File: config.mk
export PLATFORM = sky130hd
export DESIGN_NAME = bitband_xlate
export DESIGN_NICKNAME = d
export VERILOG_FILES = /design/src/rtl/bitband_pkg.sv /design/src/rtl/bb_datapath.sv /design/src/rtl/bb_control.sv /design/src/rtl/bitband_xlate.sv
export SDC_FILE = /design/constraint.sdc
export NUM_CORES = 1
export LEC_CHECK = 0
export BUFFER_PORTS_ARGS = -buffer_cell sky130_fd_sc_hd__buf_4
export CORE_ASPECT_RATIO = 1.1
export CORE_MARGIN = 5
export CORE_UTILIZATION = 45
export CTS_BUF_LIST = sky130_fd_sc_hd__clkbuf_16
export DETAILED_ROUTE_END_ITERATION = 7
export PLACE_DENSITY = 0.74
export SLEW_MARGIN = 20
export SYNTH_ARGS = -nofsm -noshare
export SYNTH_HDL_FRONTEND = slang
export SYNTH_SLANG_ARGS = --single-unit
File: constraint.sdc
create_clock -name clk -period 3.2 [get_ports clk]
set_input_delay 0.32 -clock clk [delete_from_list [all_inputs] [get_ports clk]]
set_output_delay 0.32 -clock clk [all_outputs]
set_load 0.005 [all_outputs]
File: src/rtl/bitband_pkg.sv
package bitband_pkg;

  typedef enum logic [2:0] {
    ST_IDLE,
    ST_REQ,
    ST_RSP,
    ST_WREQ,
    ST_WRSP
  } xlate_state_t;

  // Strobes from control to datapath
  typedef struct packed {
    logic load;        // capture a new master request
    logic capture;     // capture the slave read word of an alias write
    logic writePhase;  // second (write) half of the read-modify-write
  } ctrl_strobe_t;

endpackage

File: src/rtl/bb_datapath.sv
module bb_datapath
  import bitband_pkg::*;
#(
  parameter int NUM_REGIONS = 2,
  parameter int REGION_BITS = 20,
  parameter logic [NUM_REGIONS-1:0][31:0] REGION_BASE = {32'h4000_0000, 32'h2000_0000},
  parameter logic [31:0] ALIAS_OFFSET = 32'h0200_0000
) (
  input  logic         clk,
  input  logic         rstN,
  input  ctrl_strobe_t strobe,
  input  logic [31:0]  mReqAddr,
  input  logic [31:0]  mReqWdata,
  input  logic         mReqWrite,
  input  logic [31:0]  sRspRdata,
  input  logic         sReqValid,
  input  logic         sReqReady,
  input  logic         mRspValid,
  output logic         isAliasQ,
  output logic         isWriteQ,
  output logic [31:0]  sReqAddr,
  output logic [31:0]  sReqWdata,
  output logic [31:0]  mRspRdata
);

  localparam int WIN_BITS = REGION_BITS + 5;  // 32 alias bytes per target byte

  logic [NUM_REGIONS-1:0]       hitVec;
  logic [NUM_REGIONS-1:0][31:0] wordVec;

  for (genvar g = 0; g < NUM_REGIONS; g++) begin : gRegion
    localparam logic [31:0] ALIAS_BASE = REGION_BASE[g] + ALIAS_OFFSET;
    logic [31:0] offs;
    always_comb begin
      offs = '0;
      offs[REGION_BITS-1:0] = {mReqAddr[WIN_BITS-1:7], 2'b00};
    end
    assign hitVec[g]  = (mReqAddr[31:WIN_BITS] == ALIAS_BASE[31:WIN_BITS]);
    assign wordVec[g] = REGION_BASE[g] | offs;
  end

  logic        anyHit;
  logic [31:0] hitWord;
  always_comb begin
    anyHit  = 1'b0;
    hitWord = '0;
    for (int i = 0; i < NUM_REGIONS; i++) begin
      if (hitVec[i]) begin
        anyHit  = 1'b1;
        hitWord = hitWord | wordVec[i];
      end
    end
  end

  logic [31:0] sAddrQ;
  logic [31:0] wdataQ;
  logic [4:0]  bitIdxQ;
  logic        wbitQ;
  logic [31:0] modWordQ;
  logic [31:0] modWord;

  always_comb begin
    modWord = sRspRdata;
    modWord[bitIdxQ] = wbitQ;
  end

  always_ff @(posedge clk) begin
    if (!rstN) begin
      sAddrQ   <= '0;
      wdataQ   <= '0;
      bitIdxQ  <= '0;
      wbitQ    <= 1'b0;
      isAliasQ <= 1'b0;
      isWriteQ <= 1'b0;
      modWordQ <= '0;
    end else begin
      if (strobe.load) begin
        sAddrQ   <= anyHit ? hitWord : mReqAddr;
        wdataQ   <= mReqWdata;
        bitIdxQ  <= mReqAddr[6:2];
        wbitQ    <= mReqWdata[0];
        isAliasQ <= anyHit;
        isWriteQ <= mReqWrite;
      end
      if (strobe.capture) modWordQ <= modWord;
    end
  end

  assign sReqAddr  = sAddrQ;
  assign sReqWdata = strobe.writePhase ? modWordQ : wdataQ;
  assign mRspRdata = isAliasQ ? {31'b0, sRspRdata[bitIdxQ]} : sRspRdata;

  assert_req_stable_R9: assert property (@(posedge clk) disable iff (!rstN)
    (sReqValid && !sReqReady) |=> ($stable(sReqAddr) && $stable(sReqWdata)));

  assert_alias_read_zero_R4: assert property (@(posedge clk) disable iff (!rstN)
    (mRspValid && isAliasQ && !isWriteQ) |-> (mRspRdata[31:1] == 31'b0));

  assert_written_bit_R5: assert property (@(posedge clk) disable iff (!rstN)
    (sReqValid && strobe.writePhase) |-> (sReqWdata[bitIdxQ] == wbitQ));

endmodule

File: src/rtl/bb_control.sv
module bb_control
  import bitband_pkg::*;
(
  input  logic         clk,
  input  logic         rstN,
  input  logic         mReqValid,
  input  logic         sReqReady,
  input  logic         sRspValid,
  input  logic         isAliasQ,
  input  logic         isWriteQ,
  output logic         mReqReady,
  output logic         mRspValid,
  output logic         sReqValid,
  output logic         sReqWrite,
  output logic         sLock,
  output ctrl_strobe_t strobe
);

  xlate_state_t state, nextState;
  logic rmw;

  assign rmw = isAliasQ && isWriteQ;

  always_comb begin
    nextState  = state;
    mReqReady  = 1'b0;
    mRspValid  = 1'b0;
    sReqValid  = 1'b0;
    sReqWrite  = 1'b0;
    sLock      = 1'b0;
    strobe     = '0;
    unique case (state)
      ST_IDLE: begin
        mReqReady = 1'b1;
        if (mReqValid) begin
          strobe.load = 1'b1;
          nextState   = ST_REQ;
        end
      end
      ST_REQ: begin
        sReqValid = 1'b1;
        sReqWrite = isWriteQ && !isAliasQ;
        sLock     = rmw;
        if (sReqReady) nextState = ST_RSP;
      end
      ST_RSP: begin
        sLock = rmw;
        if (sRspValid) begin
          if (rmw) begin
            strobe.capture = 1'b1;
            nextState      = ST_WREQ;
          end else begin
            mRspValid = 1'b1;
            nextState = ST_IDLE;
          end
        end
      end
      ST_WREQ: begin
        sReqValid         = 1'b1;
        sReqWrite         = 1'b1;
        sLock             = 1'b1;
        strobe.writePhase = 1'b1;
        if (sReqReady) nextState = ST_WRSP;
      end
      ST_WRSP: begin
        sLock             = 1'b1;
        strobe.writePhase = 1'b1;
        if (sRspValid) begin
          mRspValid = 1'b1;
          nextState = ST_IDLE;
        end
      end
      default: nextState = ST_IDLE;
    endcase
  end

  always_ff @(posedge clk) begin
    if (!rstN) state <= ST_IDLE;
    else       state <= nextState;
  end

  assert_busy_blocks_R6: assert property (@(posedge clk) disable iff (!rstN)
    (mReqValid && mReqReady) |=> !mReqReady);

  assert_lock_on_rmw_R6: assert property (@(posedge clk) disable iff (!rstN)
    (sReqValid && isAliasQ && isWriteQ) |-> sLock);

  assert_hold_req_R9: assert property (@(posedge clk) disable iff (!rstN)
    (sReqValid && !sReqReady) |=> (sReqValid && $stable(sReqWrite)));

  assert_rsp_with_slave_R7: assert property (@(posedge clk) disable iff (!rstN)
    mRspValid |-> sRspValid);

  assert_no_req_when_idle_R8: assert property (@(posedge clk) disable iff (!rstN)
    mReqReady |-> !sReqValid);

endmodule

File: src/rtl/bitband_xlate.sv
module bitband_xlate
  import bitband_pkg::*;
#(
  parameter int NUM_REGIONS = 2,
  parameter int REGION_BITS = 20,
  parameter logic [NUM_REGIONS-1:0][31:0] REGION_BASE = {32'h4000_0000, 32'h2000_0000},
  parameter logic [31:0] ALIAS_OFFSET = 32'h0200_0000
) (
  input  logic        clk,
  input  logic        rstN,
  input  logic        mReqValid,
  output logic        mReqReady,
  input  logic        mReqWrite,
  input  logic [31:0] mReqAddr,
  input  logic [31:0] mReqWdata,
  output logic        mRspValid,
  output logic [31:0] mRspRdata,
  output logic        sReqValid,
  input  logic        sReqReady,
  output logic        sReqWrite,
  output logic [31:0] sReqAddr,
  output logic [31:0] sReqWdata,
  output logic        sLock,
  input  logic        sRspValid,
  input  logic [31:0] sRspRdata
);

  ctrl_strobe_t strobe;
  logic isAliasQ;
  logic isWriteQ;

  bb_control uCtrl (
    .clk       (clk),
    .rstN      (rstN),
    .mReqValid (mReqValid),
    .sReqReady (sReqReady),
    .sRspValid (sRspValid),
    .isAliasQ  (isAliasQ),
    .isWriteQ  (isWriteQ),
    .mReqReady (mReqReady),
    .mRspValid (mRspValid),
    .sReqValid (sReqValid),
    .sReqWrite (sReqWrite),
    .sLock     (sLock),
    .strobe    (strobe)
  );

  bb_datapath #(
    .NUM_REGIONS  (NUM_REGIONS),
    .REGION_BITS  (REGION_BITS),
    .REGION_BASE  (REGION_BASE),
    .ALIAS_OFFSET (ALIAS_OFFSET)
  ) uData (
    .clk       (clk),
    .rstN      (rstN),
    .strobe    (strobe),
    .mReqAddr  (mReqAddr),
    .mReqWdata (mReqWdata),
    .mReqWrite (mReqWrite),
    .sRspRdata (sRspRdata),
    .sReqValid (sReqValid),
    .sReqReady (sReqReady),
    .mRspValid (mRspValid),
    .isAliasQ  (isAliasQ),
    .isWriteQ  (isWriteQ),
    .sReqAddr  (sReqAddr),
    .sReqWdata (sReqWdata),
    .mRspRdata (mRspRdata)
  );

endmodule

# Word level (Yosys, flattened, before mapping)
# Cells that the tools add are included.
# op_classes
bitwise_logic	1
n_reduce_logical	9
eq_ne	11
n_lt_le_gt_ge	2
muxes	33
# ops
cell	count
$mux 32	4
$bwmux 32	1
$or 32x31->32	1
$mux 30	1
$mux 1	15
$mux 3	5
$pmux 3 s5	1
$ne 2x2->1 const B	5
$eq 7x5->1 const B	1
$eq 7x6->1 const B	1
$eq 3x2->1 const B	2
$lt 5x6->1 const B	1
$pmux 1 s2	3
$reduce_or 2->1	3
$bmux 1 s5	1
$demux 1 s5	1
$ge 5x1->1 const B	1
$reduce_and 5->1	1
$eq 3x1->1 const B	1
$eq 3x3->1 const B	1
$logic_and 1x1->1	3
$logic_not 3->1	1
$mux 2	1
$logic_not 1->1	1
# totals
regBits	107
inputBits	102
out_inout_bits	101
wordCells	64

# Depth between registers and ports, before layout
# Gate-level depths: netlist of run 1.
# logic_depth
ltp_word	5
mapped_depth	8
mapped_depth_nobuf	4

# By module
# A second synthesis of run 1 with hierarchy kept.
# hier_totals
cells_unflattened	636
area_unflattened_um2	5564.1
# by_module_without_submodules
mod	cells_per_inst	area_per_inst_um2	seq_area_each_um2	instances
bb_datapath	596	5282.6	2062.0	1
bb_control	40	281.5	60.1	1

# Least setup slack after synthesis of run 1
# Ideal clock, no wire load.
# synth_path
kind	register to output
start	register uCtrl.state[0]
end	output port sReqWdata[10]
arrival_time_ns	1.372
slack_ns	1.508
path_stages_with_launch	7
t_required_ns	2.880
n_path_buf	2
cell_sequence	dfxtp_1 -> buf_2 -> nor2_1 -> nand2_1 -> o21ai_2 -> buf_2 -> mux2_2
# synth_between
elab_chain_len	4
elab_cells_between_ends	5
classes_between	eq/ne (2); mux (2); reduce/logical (1)
# synth_lines
element	line	source
start: declaration	bb_control.sv:19	xlate_state_t state, nextState;
start signal: assignment	bb_control.sv:79	else state <= nextState;
$eq 3x2->1 / $eq 3x3->1 (equally long branches)	bb_control.sv:32	unique case (state)
$reduce_or 2->1 (no source line) *	--	
$mux 1 *	bb_control.sv:32	
$mux 32 *	bb_datapath.sv:90	assign sReqWdata = strobe.writePhase ? modWordQ : wdataQ;
end: declaration	bitband_xlate.sv:22	output logic [31:0] sReqWdata,
# Every way passes the cells marked *; elsewhere a longest branch is shown, timed or not.

# Worst setup path in the final report of run 1
# layout_path
start	register uCtrl.state[0]
end	output port sReqWdata[19]
# The elaborated chain is that of the path after synthesis.

==> results of run 1 <==
-- through the flow --
stage          worst slack, ns  util, %  instances  instance area [um2]  power (uW)
4_1_cts                  0.500     61.4       1004                 7420        3410
5_1_grt                  0.413     61.4       1004                 7420        3520
3_5_place_dp             0.895     58.4        988                 7060        2090
2_1_floorplan             1.51        -        685                 5580        1770
6_report                 0.517     61.4       1004                 7420        3380
3_3_place_gp             0.996     58.4        988                 7060        2070
-- cells by family (layout without fill, tap and decap cells) --
| group | after synthesis | in the layout | synth area share [%] |
|---|---|---|---|
| buffers and inverters | 66 | 231 | 6.12 |
| muxes | 52 | 52 | 10.9 |
| and+or+nand+nor | 320 | 320 | 26.1 |
| AOI/OAI and AO/OA | 139 | 139 | 18.5 |
| DFF | 106 | 106 | 38.0 |
| xor gates and xnor gates | 2 | 2 | 0.314 |
-- where the power goes --
part | switching, uW | total (uW) | internal [uW]
logic | 299 | 612 | 313
clock network | 487 | 1320 | 837
registers | 60.0 | 1450 | 1390
total | 846 | 3380 | 2540
-- sequential cells by signal, indices dropped and copies added, names as in the netlist --
| signal | count |
|---|---|
| uData.modWordQ | 32 |
| uData.sReqAddr | 32 |
| uData.wdataQ | 32 |
| uData.bitIdxQ | 5 |
| uCtrl.state | 3 |
| uData.isAliasQ | 1 |
| uData.isWriteQ | 1 |
-- final cells by class --
cell class / count / area, um2 / area share, %
clock buffer: 9 / 225 / 3.04
clock inverter: 7 / 133 / 1.79
inverter: 3 / 12.5 / 0.169
multi-input combinational: 513 / 3130 / 42.2
sequential: 106 / 2120 / 28.6
tap: 154 / 193 / 2.60
timing repair buffer: 212 / 1600 / 21.6
-- worst max path at each step --
stage	startpoint	endpoint	slack, ns	depth (start not counted)
after floorplan	uCtrl.state[0]	sReqWdata[10]	1.51	6
after global placement	uCtrl.state[0]	sReqWdata[19]	1.0	5
after detailed placement	uCtrl.state[0]	sReqWdata[23]	0.89	5
after CTS	uCtrl.state[0]	sReqWdata[12]	0.50	5
after global routing	uCtrl.state[0]	sReqWdata[12]	0.41	5
final	uCtrl.state[0]	sReqWdata[19]	0.52	5
-- layer usage --
| layer | wire [um] | global-route usage [%] | vias to the layer above | part of all wire [%] |
|---|---|---|---|---|
| met1 | 6620 | 25.7 | 2554 | 39 |
| met2 | 8540 | 39.6 | 227 | 50 |
| met3 | 1480 | 6.00 | 40 | 8.6 |
| met5 | 0 | 0 | - | 0 |
| met4 | 486 | 9.76 | 0 | 2.8 |
| li1 | - | - | 2696 | - |
-- cells in the mapped netlist (2+ instances only) --
library cell / n / area, um2
mux2_1: 2 / 22.5
nor2b_1: 35 / 219
nor3b_1: 3 / 22.5
buf_6: 5 / 56.3
mux4_2: 4 / 90.1
nand2_1: 163 / 612
mux2_2: 30 / 338
inv_1: 2 / 7.51
a311oi_2: 20 / 300
nand3b_1: 4 / 30.0
a211oi_1: 8 / 60.1
nor3_1: 6 / 30.0
nor3b_2: 2 / 25.0
nor2_1: 63 / 236
nand2b_1: 5 / 31.3
a311oi_1: 22 / 193
xor2_1: 2 / 17.5
and3_1: 2 / 12.5
mux2i_1: 16 / 160
clkbuf_1: 30 / 113
o21ai_0: 21 / 105
dfxtp_1: 106 / 2120
buf_2: 18 / 90.1
a21oi_1: 57 / 285
nand3_1: 27 / 135
buf_4: 9 / 67.6
nand4_1: 3 / 18.8
-- worst max-delay path, delay by kind of cell (launching register included) --
family                 cells  cell delay [ns]
AO/OA/AOI/OAI              1             0.31
multiplexers               1             0.39
AND/OR/NAND/NOR            1             0.19
buffers and inverters      2             0.55
flip-flops                 1             0.56
==> flow_summary.ini, run 1 <==
[timing]
fmax_mhz = 373
post-route-min-period_ns = 2.68
worstMarginPinSlew_ns = 1.02
finalSetupTns_ns = 0
slew_violations = 0
setup_viol = 0
hold_ws_ns = 0.207
fin_skew_ns = 0.0102
fin_crit_sh_pct = 83.8
finalHoldViolations = 0
relSlewSlack_pct = 32.0
rsz0062_at_grt = false

[logic_synthesis]
ys_types = 47
yosysWarnings = 0
syn-num-nets = 787
syn-cell-area_um2 = 5580
seq_area_frac_synth_pct = 38.0
synth.avg_cell_area_um2 = 8.14
postSynth.asyncResetShare_pct = 0
synth-seq-cells = 106
synth-main-ff-cell = dfxtp_1
postSynthCellCount = 685
synth_edf_count = 0

[critical_path]
worstPathCellList = nand2_1 > o21ai_4 > buf_4 > mux2_2 > buf_4
crit_path_max_fanout = 25
crit_arrival_ns = 2.36
critPathKind = flip-flop to primary output
crit_path_start_kind = flip-flop
worst_path_most_repeated_cell = buf_4
worst_r2r_endpoint = uData.wdataQ[12]
critical-path-max-stage-delay_ns = 0.56
r2r_cells = 5
r2r_start = uCtrl.state[2]
crit_slowest_cell = dfxtp_1
worstSetupEndpointType = primary output
r2r_slack_ns = 1.12
crit_required_ns = 2.88

[run]
cap_violations = 0

[floorplan]
initial_core_util_pct = 46.1
rows = 42
die_h_um = 127
pin_count = 203
coreArea_um2 = 12100
die_x_um = 116
die-area_um2 = 14700

[power_and_ir_drop]
pwr_density_cell_nw_per_um2 = 456
leakage_uw = 0.00304
worst_ir_drop_vdd_mv = 0.233

[global_routing]
grt_antenna_before_repair = 0
grt_overflow = 0
grt_pass1_wl_um = 27000
grt_usage_pct = 22.6
grt_pass1_vias = 5489
grt_max_degree = 65

[clocking]
clock-sinks = 106
cts-root-buf = clkbuf_16
clk_pin_slew_worst_paths_ns = 0.07
cts_resized = 0
cts_tree = built
post-cts-setup-buffers = 0
clock_path_buffers = 2
cts_buffers = 9
h-tree-depth = 3
clock_latency_ns = 0.35
cts_hold_buf = 0

[routing]
wl_um = 17100
viasPerCell = 5.50
antenna_left = 0
detail_route.iter0.violations = 279
drcViolationCount = 0
first_pass_iters = 5
wl_per_cell_um = 17.1
vias = 5517

[placement]
io_buffers = 202
hpwl_um = 12500
gp_congestion = 0.836

[finish]
final_common_cell = buf_4
layout_common_cells = buf_4 (211), nand2_1 (163), dfxtp_1 (106)
fillers = 1049
drive_gt1_share_pct = 34.4
antenna_cells = 0
area_delta_synth_final_pct = 33.0
finalNetCount = 947

[hold_path]
whs_path_depth = 2
holdCritPathClass = primary input to flip-flop
min_from = sReqReady
hold_path_end = uCtrl.state[0]

[run_status]
status = complete, no violations
No activity file was read; power rests on OpenSTA's default activity.
==> inputs of run 2 (changes only) <==
--- a/config.mk
+++ b/config.mk
@@ -11,7 +11,7 @@
 export CORE_UTILIZATION = 45
 export CTS_BUF_LIST = sky130_fd_sc_hd__clkbuf_16
 export DETAILED_ROUTE_END_ITERATION = 7
-export PLACE_DENSITY = 0.74
+export PLACE_DENSITY = 0.77
 export SLEW_MARGIN = 20
 export SYNTH_ARGS = -nofsm -noshare
 export SYNTH_HDL_FRONTEND = slang
==> constraint.sdc (replaced) <==
create_clock -name clk -period 2.2 [get_ports clk]
set_input_delay 0.22 -clock clk [delete_from_list [all_inputs] [get_ports clk]]
set_output_delay 0.22 -clock clk [all_outputs]
set_load 0.005 [all_outputs]
==> flow_summary.ini, run 2 (synthesized netlist as in run 1, its figures left out) <==
[run_status]
status = complete, no violations

[finish]
finalNetCount = 965
finalNonFillerCells = 1022
final_common_cell = buf_4
fillers = 1047
drive_gt1_share_pct = 37.0
antenna_cells = 0
area_delta_synth_final_pct = 38.0
layout_common_cells = buf_4 (217), nand2_1 (162), dfxtp_1 (99)

[global_routing]
grtUsageMet1_pct = 27.0
grt_pass1_vias = 5284
grt_antenna_before_repair = 0
grt_busiest_layer = met2
grt_max_degree = 49
use_met3_pct = 8.15
grt_usage_pct = 22.4
grt.met2_usage_pct = 37.1
grt_pass1_wl_um = 26500
grt_overflow = 0

[power_and_ir_drop]
pwr_density_cell_nw_per_um2 = 617
pwr-share-comb_pct = 20.5
worst_ir_drop_vdd_mv = 0.370
share_seq_of_total_power_pct = 44.0
clkPwrFrac_pct = 35.5
netSwitchingPower_uw = 1230
p_int_uw = 3520
leakage_uw = 0.00316
swShare_pct = 25.9

[critical_path]
crit_path_start_kind = flip-flop
crit_required_ns = 1.98
cp-endpoint = sReqWdata[8]
crit_arrival_ns = 1.90
r2r_start = uCtrl.state[0]
worstSetupStartpoint = uCtrl.state[1]
crit_path_max_fanout = 8
critPathKind = flip-flop to primary output
worstSetupEndpointType = primary output
r2r_slack_ns = 0.45
worst_r2r_endpoint = uData.sReqAddr[5]
r2r_cells = 6

[clocking]
cts-root-buf = clkbuf_16
cts_hold_buf = 0
h-tree-depth = 3
clock-sinks = 106
clk_pin_slew_worst_paths_ns = 0.06
cts_tree = built
clock_latency_ns = 0.35
cts_buffers = 9
clock_path_buffers = 2

[floorplan]
die_h_um = 127
rows = 42
pin_count = 203
die-area_um2 = 14700
initial_core_util_pct = 46.1
coreArea_um2 = 12100
die_x_um = 116

[timing]
slew_violations = 0
worstMarginPinSlew_ns = 0.586
finalHoldViolations = 0
fin_skew_ns = 0.00877
setup_viol = 0
setup_ws_ns = 0.0827
relSlewSlack_pct = 60.8
fmax_mhz = 472
post-route-min-period_ns = 2.12
fin_crit_sh_pct = 96.2

[placement]
gp_congestion = 0.869
dp.cells = 1000
pre_cts_ws_ns = 0.300
hpwl_um = 12400
io_buffers = 202

[routing]
detail_route.iter0.violations = 323
wl_um = 17300
viasPerCell = 5.41
antenna_left = 0
wl_per_cell_um = 17.0
drcViolationCount = 0
vias = 5533
first_pass_iters = 5

[run]
cap_violations = 0

[hold_path]
holdCritPathClass = primary input to flip-flop
==> run 2: changes by cell type in the layout (fill, tap and decap cells not counted), sizes merged <==
cell,previous run,this run
buf,212,228
bufinv,4,2
clkbuf,9,11
clkinv,3,5
==> run 2: cell type report <==
cell class | count | area, um2 | share of cell area, %
multi-input combinational | 513 | 3150 | 40.9
sequential | 106 | 2140 | 27.8
timing repair buffer | 230 | 1890 | 24.6
clock buffer | 9 | 225 | 2.93
tap | 154 | 193 | 2.50
clock inverter | 7 | 85.1 | 1.11
inverter | 3 | 12.5 | 0.163
==> run 2: power by group through the flow <==
stage / registers [uW] / clock network (uW) / logic, uW
3_5_place_dp: 2130 / 0 / 951
2_1_floorplan: 2110 / 0 / 471
5_1_grt: 2100 / 1820 / 1070
3_3_place_gp: 2130 / 0 / 942
6_report: 2090 / 1690 / 972
4_1_cts: 2090 / 1720 / 958
==> run 2: timing repair <==
item,CTS,global route
gates resized for setup,7,11
setup buffers,0,3
setup endpoints to repair,33,33
hold endpoints to repair,0,0
gates cloned,0,3
pin swaps,1,2
==> run 2: through the flow <==
step	total power, uW	instance area [um2]	utilization, %	TNS (ns)	hold slack [ns]
2_1_floorplan	2580	5580	-	0	0.331
3_3_place_gp	3070	7260	60.1	0	0.439
3_5_place_dp	3080	7260	60.1	0	0.446
4_1_cts	4770	7590	62.8	0	0.0867
5_1_grt	4980	7700	63.7	-0.0516	0.0989
6_report	4750	7700	63.7	0	0.0926
==> run 2: critical path: stages (launching register included) <==
cell,delay (ns)
dfxtp_4,0.40
nand2_2,0.09
o21ai_4,0.34
buf_6,0.23
mux2_2,0.35
buf_4,0.14
==> run 2: how the worst min path moves through the flow <==
stage	from	to	slack, ns	depth (start not counted)
floorplan	sReqReady	uCtrl.state[0]	0.33	1
global placement	uData.sReqAddr[23]	uData.sReqAddr[23]	0.44	2
detailed placement	uData.wdataQ[1]	uData.wdataQ[1]	0.45	2
CTS	sReqReady	uCtrl.state[0]	0.09	2
global route	sReqReady	uCtrl.state[0]	0.1	2
finish	sReqReady	uCtrl.state[0]	0.09	2
==> run 2: routing by layer <==
metal	wire (um)	vias to the layer above	share of wire, %
met2	8380	229	48
met5	0	-	0
met4	439	0	2.5
met3	1810	38	10
li1	-	2738	-
met1	6700	2528	39
==> inputs of run 3 (changes only) <==
--- a/config.mk
+++ b/config.mk
@@ -11,7 +11,8 @@
 export CORE_UTILIZATION = 45
 export CTS_BUF_LIST = sky130_fd_sc_hd__clkbuf_16
 export DETAILED_ROUTE_END_ITERATION = 7
-export PLACE_DENSITY = 0.77
+export PLACE_DENSITY = 0.74
+export SETUP_SLACK_MARGIN = 0.1
 export SLEW_MARGIN = 20
 export SYNTH_ARGS = -nofsm -noshare
 export SYNTH_HDL_FRONTEND = slang
==> constraint.sdc (replaced) <==
create_clock -name clk -period 2.5 [get_ports clk]
set_input_delay 0.25 -clock clk [delete_from_list [all_inputs] [get_ports clk]]
set_output_delay 0.25 -clock clk [all_outputs]
set_load 0.005 [all_outputs]
==> flow_summary.ini, run 3 (synthesized netlist as in run 1, its figures left out) <==
[timing]
setup_ws_ns = 0.234
worstMarginPinSlew_ns = 0.716
fmax_mhz = 441
rsz0062_at_grt = true
finalSetupTns_ns = 0
setup_viol = 0
finalHoldViolations = 0
fin_skew_ns = 0.00639
slew_violations = 0
post-route-min-period_ns = 2.27
relSlewSlack_pct = 52.3
fin_crit_sh_pct = 90.6

[floorplan]
die_h_um = 127
rows = 42
pin_count = 203
die_x_um = 116
coreArea_um2 = 12100
initial_core_util_pct = 46.1
die-area_um2 = 14700

[routing]
vias = 5582
detail_route.iter0.violations = 324
antenna_left = 0
viasPerCell = 5.51
drcViolationCount = 0
wl_um = 17200
first_pass_iters = 4
wl_per_cell_um = 17.0

[finish]
final_common_cell = buf_4
area_delta_synth_final_pct = 34.9
fillers = 1065
layout_common_cells = buf_4 (216), nand2_1 (163), dfxtp_1 (100)
drive_gt1_share_pct = 35.9
antenna_cells = 0
finalNetCount = 956
finalNonFillerCells = 1013

[hold_path]
hold_path_end = uCtrl.state[0]
whs_path_depth = 2
min_from = sReqReady
holdCritPathClass = primary input to flip-flop

[critical_path]
worst_r2r_endpoint = uData.modWordQ[2]
crit_path_max_fanout = 14
worstSetupEndpointType = primary output
crit_required_ns = 2.25
r2r_start = uData.bitIdxQ[1]
crit_arrival_ns = 2.02
r2r_cells = 4
crit_slowest_cell = or3b_2
r2r_slack_ns = 0.74
worstPathCellList = or3b_2 > o221ai_1 > o21ai_0 > a41oi_2 > buf_4
critPathKind = flip-flop to primary output
crit_path_start_kind = flip-flop
critical-path-max-stage-delay_ns = 0.56

[clocking]
clock-sinks = 106
cts_buffers = 9
cts_tree = built
cts_hold_buf = 0
cts-root-buf = clkbuf_16
clk_pin_slew_worst_paths_ns = 0.07
clock_path_buffers = 2
clock_latency_ns = 0.34
h-tree-depth = 3

[power_and_ir_drop]
power.total_uw = 4250
leakage_uw = 0.00309
worst_ir_drop_vdd_mv = 0.406
pwr_density_cell_nw_per_um2 = 564

[global_routing]
grt_pass1_vias = 5545
grt_max_degree = 67
grt_pass1_wl_um = 27200
grt_usage_pct = 22.8
grt_overflow = 0
grt_antenna_before_repair = 0

[placement]
dp.cells = 995
pre_cts_ws_ns = 0.452
io_buffers = 202
gp_congestion = 0.882
hpwl_um = 12700

[run]
cap_violations = 0

[run_status]
status = complete, no violations
==> run 3: cell types whose count changed in the layout (fill, tap and decap cells not counted), sizes merged <==
| cell | before | now |
|---|---|---|
| inv | 3 | 4 |
| bufinv | 2 | 3 |
| clkinv | 5 | 2 |
| clkbuf | 11 | 9 |
| clkinvlp | 0 | 1 |
| buf | 228 | 221 |
==> run 3: power by group <==
group | leakage, uW | total, uW | internal (uW) | switching [uW]
clock network | 0.000168 | 1590 | 970 | 620
logic | 0.00206 | 804 | 415 | 389
registers | 0.000868 | 1850 | 1780 | 72.3
total | 0.00309 | 4250 | 3160 | 1080
==> run 3: critical path: cells and delay by family, from the launching register on <==
kind                   cells  cell delay (ns)
buffers and inverters      1             0.14
and+or+nand+nor            1             0.56
AOI/OAI and AO/OA          3             0.53
DFF                        1             0.45
==> run 3: cell type report <==
cell class	count	area (um2)	area share (%)
multi-input combinational	513	3140	41.7
sequential	106	2130	28.3
timing repair buffer	221	1720	22.9
clock buffer	9	225	2.99
tap	154	193	2.56
clock inverter	7	110	1.46
inverter	3	12.5	0.166
==> run 3: through the flow <==
stage          cell area [um2]  hold WS [ns]  utilization (%)
2_1_floorplan             5580         0.361                -
3_3_place_gp              7160         0.439             59.3
3_5_place_dp              7160         0.448             59.3
4_1_cts                   7500         0.123             62.0
5_1_grt                   7530         0.130             62.3
6_report                  7530         0.134             62.3
==> run 3: how the worst max path moves through the flow <==
| stage | end | depth (start not counted) | slack [ns] | start |
|---|---|---|---|---|
| global route | mRspRdata[0] | 5 | 0.07 | uData.bitIdxQ[3] |
| detailed placement | sReqWdata[2] | 5 | 0.45 | uCtrl.state[0] |
| global placement | mRspRdata[0] | 5 | 0.51 | uData.bitIdxQ[4] |
| finish | mRspRdata[0] | 5 | 0.23 | uData.bitIdxQ[3] |
| floorplan | sReqWdata[10] | 6 | 0.88 | uCtrl.state[0] |
| CTS | mRspRdata[0] | 5 | 0.14 | uData.bitIdxQ[4] |
==> run 3: metal layers <==
layer  part of all wire (%)  track usage, %  routed length (um)  vias to the layer above
li1                       -               -                   -                     2706
met1                     38            26.3                6600                     2620
met2                     51            40.5                8760                      225
met3                    8.3            5.05                1430                       31
met4                    2.3            8.81                 391                        0
met5                      0               0                   0                        -
==> run 3: repair_timing <==
action,4_1_cts,5_1_grt
buffers inserted,0,2
pin swaps,0,1
cloned,0,0
gates resized for setup,1,6
endpoints found under the setup margin,25,27
